## src/rtl/bhc_pkg.sv

```systemverilog
package bhc_pkg;
  // Number of button sample stages; press detection compares the two newest.
  localparam int SAMPLE_STAGES = 2;

  // Modulo step of a digit of arbitrary width.
  function automatic logic [7:0] bhc_step8(input logic [7:0] v, input int width);
    logic [7:0] mask;
    mask = 8'((1 << width) - 1);
    return (v + 8'd1) & mask;
  endfunction
endpackage

```

## src/rtl/bhc_sampler.sv

```systemverilog
module bhc_sampler #(
  parameter int STAGES = 2
) (
  input  logic              clk,
  input  logic              rst_n,
  input  logic              lvl_i,
  output logic [STAGES-1:0] taps_o
);
  logic [STAGES-1:0] stage_q;

  for (genvar s = 0; s < STAGES; s++) begin : g_stage
    if (s == 0) begin : g_first
      always_ff @(posedge clk or negedge rst_n) begin
        if (!rst_n) stage_q[s] <= 1'b0;
        else        stage_q[s] <= lvl_i;
      end
    end else begin : g_next
      always_ff @(posedge clk or negedge rst_n) begin
        if (!rst_n) stage_q[s] <= 1'b0;
        else        stage_q[s] <= stage_q[s-1];
      end
    end
  end

  assign taps_o = stage_q;
endmodule

```

## src/rtl/bhc_press_detect.sv

```systemverilog
module bhc_press_detect (
  input  logic newest_i,
  input  logic older_i,
  output logic press_o
);
  // A press is a released-then-pressed pair of consecutive samples.
  always_comb press_o = newest_i & ~older_i;
endmodule

```

## src/rtl/bhc_counter.sv

```systemverilog
module bhc_counter #(
  parameter int W = 4
) (
  input  logic         clk,
  input  logic         rst_n,
  input  logic         step_i,
  output logic [W-1:0] count_o
);
  logic [W-1:0] count_q;
  logic [W-1:0] count_d;

  always_comb begin
    count_d = count_q;
    if (step_i) count_d = W'(bhc_pkg::bhc_step8(8'(count_q), W));
  end

  always_ff @(posedge clk or negedge rst_n) begin
    if (!rst_n) count_q <= '0;
    else        count_q <= count_d;
  end

  assign count_o = count_q;
endmodule

```

## src/rtl/btn_hex_counter.sv

```systemverilog
module btn_hex_counter #(
  parameter int DIGIT_W = 4
) (
  input  logic               smp_clk,
  input  logic               rst_n,
  input  logic               btn_i,
  output logic [DIGIT_W-1:0] digit_o
);
  localparam int NSTG = bhc_pkg::SAMPLE_STAGES;

  logic [NSTG-1:0] samp_q;
  logic            press;

  bhc_sampler #(.STAGES(NSTG)) sampler_i (
    .clk    (smp_clk),
    .rst_n  (rst_n),
    .lvl_i  (btn_i),
    .taps_o (samp_q)
  );

  bhc_press_detect detect_i (
    .newest_i (samp_q[0]),
    .older_i  (samp_q[1]),
    .press_o  (press)
  );

  bhc_counter #(.W(DIGIT_W)) counter_i (
    .clk     (smp_clk),
    .rst_n   (rst_n),
    .step_i  (press),
    .count_o (digit_o)
  );
endmodule

```

## config.mk

```make
export PLATFORM = sky130hd
export DESIGN_NAME = btn_hex_counter
export DESIGN_NICKNAME = d
export VERILOG_FILES = /design/src/rtl/bhc_pkg.sv /design/src/rtl/bhc_sampler.sv /design/src/rtl/bhc_press_detect.sv /design/src/rtl/bhc_counter.sv /design/src/rtl/btn_hex_counter.sv
export SDC_FILE = /design/constraint.sdc
export NUM_CORES = 1
export LEC_CHECK = 0
export ABC_AREA = 1
export BUFFER_PORTS_ARGS = -buffer_cell sky130_fd_sc_hd__buf_2
export CAP_MARGIN = 5
export CELL_PAD_IN_SITES_DETAIL_PLACEMENT = 0
export CELL_PAD_IN_SITES_GLOBAL_PLACEMENT = 1
export CORE_AREA = 2 2 39 41
export CTS_BUF_LIST = sky130_fd_sc_hd__clkbuf_2
export DETAILED_ROUTE_END_ITERATION = 10
export DIE_AREA = 0 0 41 43
export PLACE_DENSITY_LB_ADDON = 0.1
export REMOVE_ABC_BUFFERS = 1
export SLEW_MARGIN = 40
export SYNTH_ARGS = -nofsm -noshare
export SYNTH_HDL_FRONTEND = slang
export SYNTH_SLANG_ARGS = --single-unit
```

## constraint.sdc

```tcl
create_clock -name smp_clk -period 2.18 [get_ports smp_clk]
set_input_delay 0.218 -clock smp_clk [delete_from_list [all_inputs] [get_ports smp_clk]]
set_output_delay 0.218 -clock smp_clk [all_outputs]
set_load 0.1 [all_outputs]
```

==> results_dict.tcl, run 1 <==
set metrics [dict create \
    synth_seq_cells 6 \
    fin_skew_ns 0.00934 \
    compound_cell_area_share_of_the_yosys_netlist_pct 2.99 \
    synth_top_family_by_area "simple AND/OR/NAND/NOR gates" \
    postSynth.topFlopCell "sky130_fd_sc_hd__dfrtp_1" \
    critical_path_depth 1 \
    synth-adder-area-share_pct 4.98 \
    post_synth_and_or_nand_nor_area_fraction_pct 22.9 \
    startpoint_type "flip-flop" \
    muxShareOfSynthArea_pct 0 \
    drc 0 \
    area.growth.synth_to_final_pct 29.9 \
    max_clock_freq_mhz 775 \
    synth.top_cell.area_share_pct 59.7 \
    setup.worst_path.class "flip-flop to output pin" \
    worst_ep_arrival_time_ns 1.07 \
    top_cells_by_count_synth "sky130_fd_sc_hd__nand2_1, sky130_fd_sc_hd__dfrtp_1, sky130_fd_sc_hd__inv_1, sky130_fd_sc_hd__nand3_1" \
    grt_first_pass_wirelength_microns 662 \
    first_iter_violations 3 \
    final_net_count 42 \
    busiest_layer "met4" \
    synthXorXnorAreaFrac_pct 3.48 \
    port_buffers 6 \
    avgViaCountPerCell 3.52 \
    htreeDepth 1 \
    postSynth.asyncResetShare_pct 100 \
    cap_violations 0 \
    layout.filler_cells 153 \
    globalRoute.totalOverflow 0 \
    post-synth-top-area-cell "sky130_fd_sc_hd__dfrtp_1" \
    syn_area_per_cell_sq_um 9.67 \
    post_cts_buffers 0 \
    crit_path_top_delay_cell "sky130_fd_sc_hd__buf_2" \
    crit_path_max_incr_delay_ns 0.45 \
    grt.met1_usage_pct 7.97 \
    rsz0062_at_grt "false" \
    post-route-period-util_pct 59.2 \
    grt_pass1_vias 158 \
    clock_sink_count 6 \
    timing.hold.worst_path_depth 1 \
    hpwl_microns 330 \
    floorplan.initialDensity_pct 18.2 \
    placeableCoreArea_sq_mm 0.00138 \
    wl_per_cell_microns 8.04 \
    cp_top_family "buffers and inverters" \
    reg2reg_depth 3 \
    cts_tree "built" \
    post_synth_edffs 0 \
    hold_path_class "input port to flip-flop" \
    synth_seq_area_share_pct 59.7 \
    synth.area.top_cells "sky130_fd_sc_hd__dfrtp_1, sky130_fd_sc_hd__nand2_1, sky130_fd_sc_hd__ha_1" \
    timing.critical_path.to_type "output pin" \
    layout_cells_sized_above_1_pct 30.6 \
    post_synth_inst_count 26 \
    root_buffer_master "sky130_fd_sc_hd__clkbuf_2" \
    timing.final.hold_violations 0 \
    syn_std_cell_area_sq_um 251 \
    via_count 183 \
    chipHeight_microns 43 \
    groute.layer.met2.usage_pct 5.94 \
    ys_warn_count 0 \
    die_x_microns 41 \
    largest_net_degree_at_the_start_of_global_routing 7 \
    routed_wirelength_microns 418 \
    die_area_sq_mm 0.00176 \
    top_level_port_count 7 \
    max_slew.worst_pin.slew_ns 0.486 \
    worstPathCellList "buf_2" \
    timing.final.crit_period_ns 1.29 \
    worst_slew_margin_rel_pct 67.8 \
    postRouteAntennaNets 0 \
    drt_first_pass_iters 3 \
    timing.critical_path.fanout_max 5 \
    globalRouteMet3Util_pct 3.14 \
    clkTransAtPathRegs_ns 0.05 \
    postCtsHoldBufs 1 \
    clock_insertion_delay_worst_skew_ns 0.22 \
    placement_rows 14 \
    tns_ns 0 \
    numCtsBuffers 3 \
    slew_viol_final 0 \
    clock_tree.buffer_depth 2 \
    final-setup-viol-count 0 \
    cts-resized-gates 0 \
    outcome "complete, no violations" \
    crit_path_buffers_inverters 1 \
    grt.total_usage_pct 6.49 \
    grt_antenna_before_repair 0 \
    antenna_cells 0 \
    routabilityCongestion 0.628 \
    post_synth_num_cell_types 11 \
    leading_cell_type_by_number_of_instances_after_synthesis "sky130_fd_sc_hd__nand2_1" \
    worstPathRequired_ns 1.96 \
]
-- worst paths after layout --
kind	slack, ns	end	startpoint
max in group asynchronous	1.67	counter_i.count_o[1]	rst_n
min	0.11	sampler_i.taps_o[0]	btn_i
max	0.89	digit_o[1]	counter_i.count_o[1]
max reg2reg	1.26	counter_i.count_o[1]	counter_i.count_o[0]
min reg2reg	0.38	sampler_i.taps_o[1]	sampler_i.taps_o[0]
min in group asynchronous	0.35	counter_i.count_o[3]	rst_n
-- routing by layer --
layer	share of wire (%)	vias up
met5	0	-
met4	1.9	0
met3	8.4	2
met2	44	5
met1	45	76
li1	-	100
-- registers in the layout, summed over array words and instances (netlist names) --
signal,flops
counter_i.count_o,4
sampler_i.taps_o,2
-- layout make-up --
cell class	instances	area [sq um]	share of cell area (%)
sequential	6	150	46.0
multi-input combinational	16	86.3	26.4
timing repair buffer	7	40.0	12.3
tap	16	20.0	6.13
clock buffer	3	15.0	4.60
inverter	4	15.0	4.60
-- placed cells by master (no fill, tap or decap), drive strengths merged --
master,instances
dlygate4sd3,1
clkbuf,3
nor2,1
nand2,9
dfrtp,6
buf,6
nand3,2
nand3b,1
inv,4
o21bai,1
ha,1
xor2,1
-- kinds of logic after synthesis --
family          Yosys count
xor+xnor                  1
buf+inv                   4
fa+ha+maj                 1
flops                     6
compound gates            1
simple gates             13
-- stage by stage --
step | std cells | worst slack (ns) | hold WS, ns | utilization [%] | instance area, sq um
6_report | 52 | 0.889 | 0.113 | 23.6 | 327
5_1_grt | 52 | 0.826 | 0.0846 | 23.6 | 327
4_1_cts | 52 | 0.866 | 0.0932 | 23.6 | 327
3_5_place_dp | 48 | 1.11 | 0.0516 | 21.8 | 302
3_3_place_gp | 48 | 1.12 | 0.0529 | 21.8 | 302
2_1_floorplan | 26 | 0.643 | -0.0776 | - | 251
Power of run 1 is not shown: default switching activity piles up to over one toggle a cycle in this logic, so the estimate is an artifact.
==> inputs of run 2 (changes only) <==
--- a/config.mk
+++ b/config.mk
@@ -5,7 +5,7 @@
 export SDC_FILE = /design/constraint.sdc
 export NUM_CORES = 1
 export LEC_CHECK = 0
-export ABC_AREA = 1
+export ABC_AREA = 0
 export BUFFER_PORTS_ARGS = -buffer_cell sky130_fd_sc_hd__buf_2
 export CAP_MARGIN = 5
 export CELL_PAD_IN_SITES_DETAIL_PLACEMENT = 0
==> constraint.sdc (replaced) <==
create_clock -name smp_clk -period 1.1 [get_ports smp_clk]
set_input_delay 0.11 -clock smp_clk [delete_from_list [all_inputs] [get_ports smp_clk]]
set_output_delay 0.11 -clock smp_clk [all_outputs]
set_load 0.1 [all_outputs]
==> results_dict.tcl, run 2 <==
set metrics [dict create \
    syn_std_cell_area_sq_um 224 \
    post_synth_num_cell_types 8 \
    cp_top_family "flip-flops" \
    crit_path_top_delay_cell "sky130_fd_sc_hd__dfrtp_1" \
    timing.critical_path.fanout_max 2 \
    routabilityCongestion 0.587 \
    startpoint_type "flip-flop" \
    grt.total_usage_pct 6.07 \
    clock_tree.buffer_depth 2 \
    numCtsBuffers 3 \
    post_cts_buffers 0 \
    via_count 147 \
    clock_insertion_delay_worst_skew_ns 0.21 \
    placement_rows 14 \
    first_iter_violations 0 \
    routed_wirelength_microns 370 \
    placed_cells_incl_taps 38 \
    cts-resized-gates 0 \
    hold_path_class "input port to asynchronous set/reset pin" \
    synth.top_cell.area_share_pct 67.0 \
    layout_commonest_cell "sky130_fd_sc_hd__dfrtp_1" \
    synth_seq_cells 6 \
    grt_pass1_vias 154 \
    synth_seq_area_share_pct 67.0 \
    grt_antenna_before_repair 0 \
    avgViaCountPerCell 3.42 \
    worstPathCellList "ha_1, mux2_2" \
    timing.final.crit_period_ns 1.03 \
    floorplan.initialDensity_pct 16.2 \
    largest_reg_flops 4 \
    cts_tree "built" \
    crit_path_max_incr_delay_ns 0.38 \
    post_synth_inst_count 14 \
    leading_cell_type_by_number_of_instances_after_synthesis "sky130_fd_sc_hd__dfrtp_1" \
    top_cells_by_count_synth "sky130_fd_sc_hd__dfrtp_1, sky130_fd_sc_hd__xnor2_1" \
    postSynth.asyncResetShare_pct 100 \
    post_synth_edffs 0 \
    worstPathRequired_ns 1.20 \
    max_slew.worst_pin.slew_ns 0.178 \
    root_buffer_master "sky130_fd_sc_hd__clkbuf_2" \
    top_level_port_count 7 \
    slew_viol_final 0 \
    ys_warn_count 0 \
    outcome "complete, no violations" \
    postSynth.topFlopCell "sky130_fd_sc_hd__dfrtp_1" \
    die_area_sq_mm 0.00176 \
    drc 0 \
    crit_path_buffers_inverters 0 \
    synth.area.top_cells "sky130_fd_sc_hd__dfrtp_1, sky130_fd_sc_hd__xnor2_1, sky130_fd_sc_hd__nor2b_4" \
    grt_first_pass_wirelength_microns 641 \
    die_x_microns 41 \
    final-setup-viol-count 0 \
    timing.critical_path.to_type "flip-flop" \
    rsz0062_at_grt "false" \
    antenna_cells 0 \
    drt_first_pass_iters 1 \
    wl_per_cell_microns 8.60 \
    clkTransAtPathRegs_ns 0.06 \
    final_net_count 33 \
    max_clock_freq_mhz 975 \
    largest_net_degree_at_the_start_of_global_routing 7 \
    finalNonFillerCells 43 \
    area.growth.synth_to_final_pct 71.5 \
    worst_slew_margin_rel_pct 88.1 \
    placeableCoreArea_sq_mm 0.00138 \
    cap_violations 0 \
    syn_area_per_cell_sq_um 16.0 \
    utilization_pct 27.8 \
    layout_cells_sized_above_1_pct 48.1 \
    fin_skew_ns 0.00892 \
    postRouteAntennaNets 0 \
    chipHeight_microns 43 \
    post-synth-top-area-cell "sky130_fd_sc_hd__dfrtp_1" \
    globalRoute.totalOverflow 0 \
    port_buffers 6 \
    timing.final.hold_violations 0 \
    htreeDepth 1 \
    setup.worst_path.class "flip-flop to flip-flop" \
    worst_ep_arrival_time_ns 1.13 \
    most-common-layout-cells "sky130_fd_sc_hd__dfrtp_1, sky130_fd_sc_hd__buf_12, sky130_fd_sc_hd__clkbuf_2" \
    post-route-period-util_pct 93.3 \
    clock_sink_count 6 \
]
==> run 2: changes by cell type after synthesis, sizes merged, moves of 2 or more <==
| cell | delta |
|---|---|
| nand2 | -8 |
| nand3 | -2 |
| xnor2 | +2 |
| inv | -4 |
==> run 2: path summary, 6_finish.rpt <==
| check | start | endpoint | slack [ns] | cells after the start |
|---|---|---|---|---|
| max reg2reg | counter_i.count_o[0] | counter_i.count_o[1] | 0.07 | 2 |
| max | counter_i.count_o[0] | counter_i.count_o[1] | 0.07 | 2 |
| min | rst_n | counter_i.count_o[3] | 0.25 | 2 |
| min in group smp_clk | sampler_i.taps_o[0] | sampler_i.taps_o[1] | 0.38 | 0 |
| max in group asynchronous | rst_n | sampler_i.taps_o[0] | 0.70 | 2 |
| min reg2reg | sampler_i.taps_o[0] | sampler_i.taps_o[1] | 0.38 | 0 |
==> run 2: logic make-up after synthesis <==
kind of cell / after synthesis / synth area share (%)
xor gates and xnor gates: 3 / 11.7
adders and majority gates: 1 / 5.59
DFF: 6 / 67.0
muxes: 1 / 5.03
and+or+nand+nor: 3 / 10.6
==> run 2: stage by stage <==
| step | hold WS [ns] | area (sq um) | setup slack (ns) | setup TNS, ns |
|---|---|---|---|---|
| global route | 0.259 | 384 | 0.0402 | 0 |
| global placement | -0.0607 | 349 | 0.0907 | 0 |
| floorplan | -0.186 | 224 | -0.579 | -1.53 |
| detailed placement | -0.0587 | 349 | 0.0805 | 0 |
| CTS | 0.239 | 384 | 0.0562 | 0 |
| finish | 0.251 | 384 | 0.0739 | 0 |
==> run 2: per-layer routing <==
metal,vias to the layer above,part of all wire [%],GRT usage [%]
li1,72,-,-
met1,68,44,6.60
met2,7,47,7.81
met3,0,9.2,3.14
met4,0,0,6.00
met5,-,0,0
==> run 2: final cells by class <==
| class | count | area (sq um) |
|---|---|---|
| Timing Repair Buffer | 10 | 125 |
| Sequential cell | 6 | 150 |
| Multi-Input combinational cell | 8 | 73.8 |
| Tap cell | 16 | 20.0 |
| Fill cell | 148 | 1000 |
| Clock buffer | 3 | 15.0 |
==> run 2: timing repair <==
item	4_1_cts	5_1_grt
endpoints found under the hold margin	7	0
hold buffers	2	0
endpoints found under the setup margin	0	0
Power of run 2 is left out for the same reason.
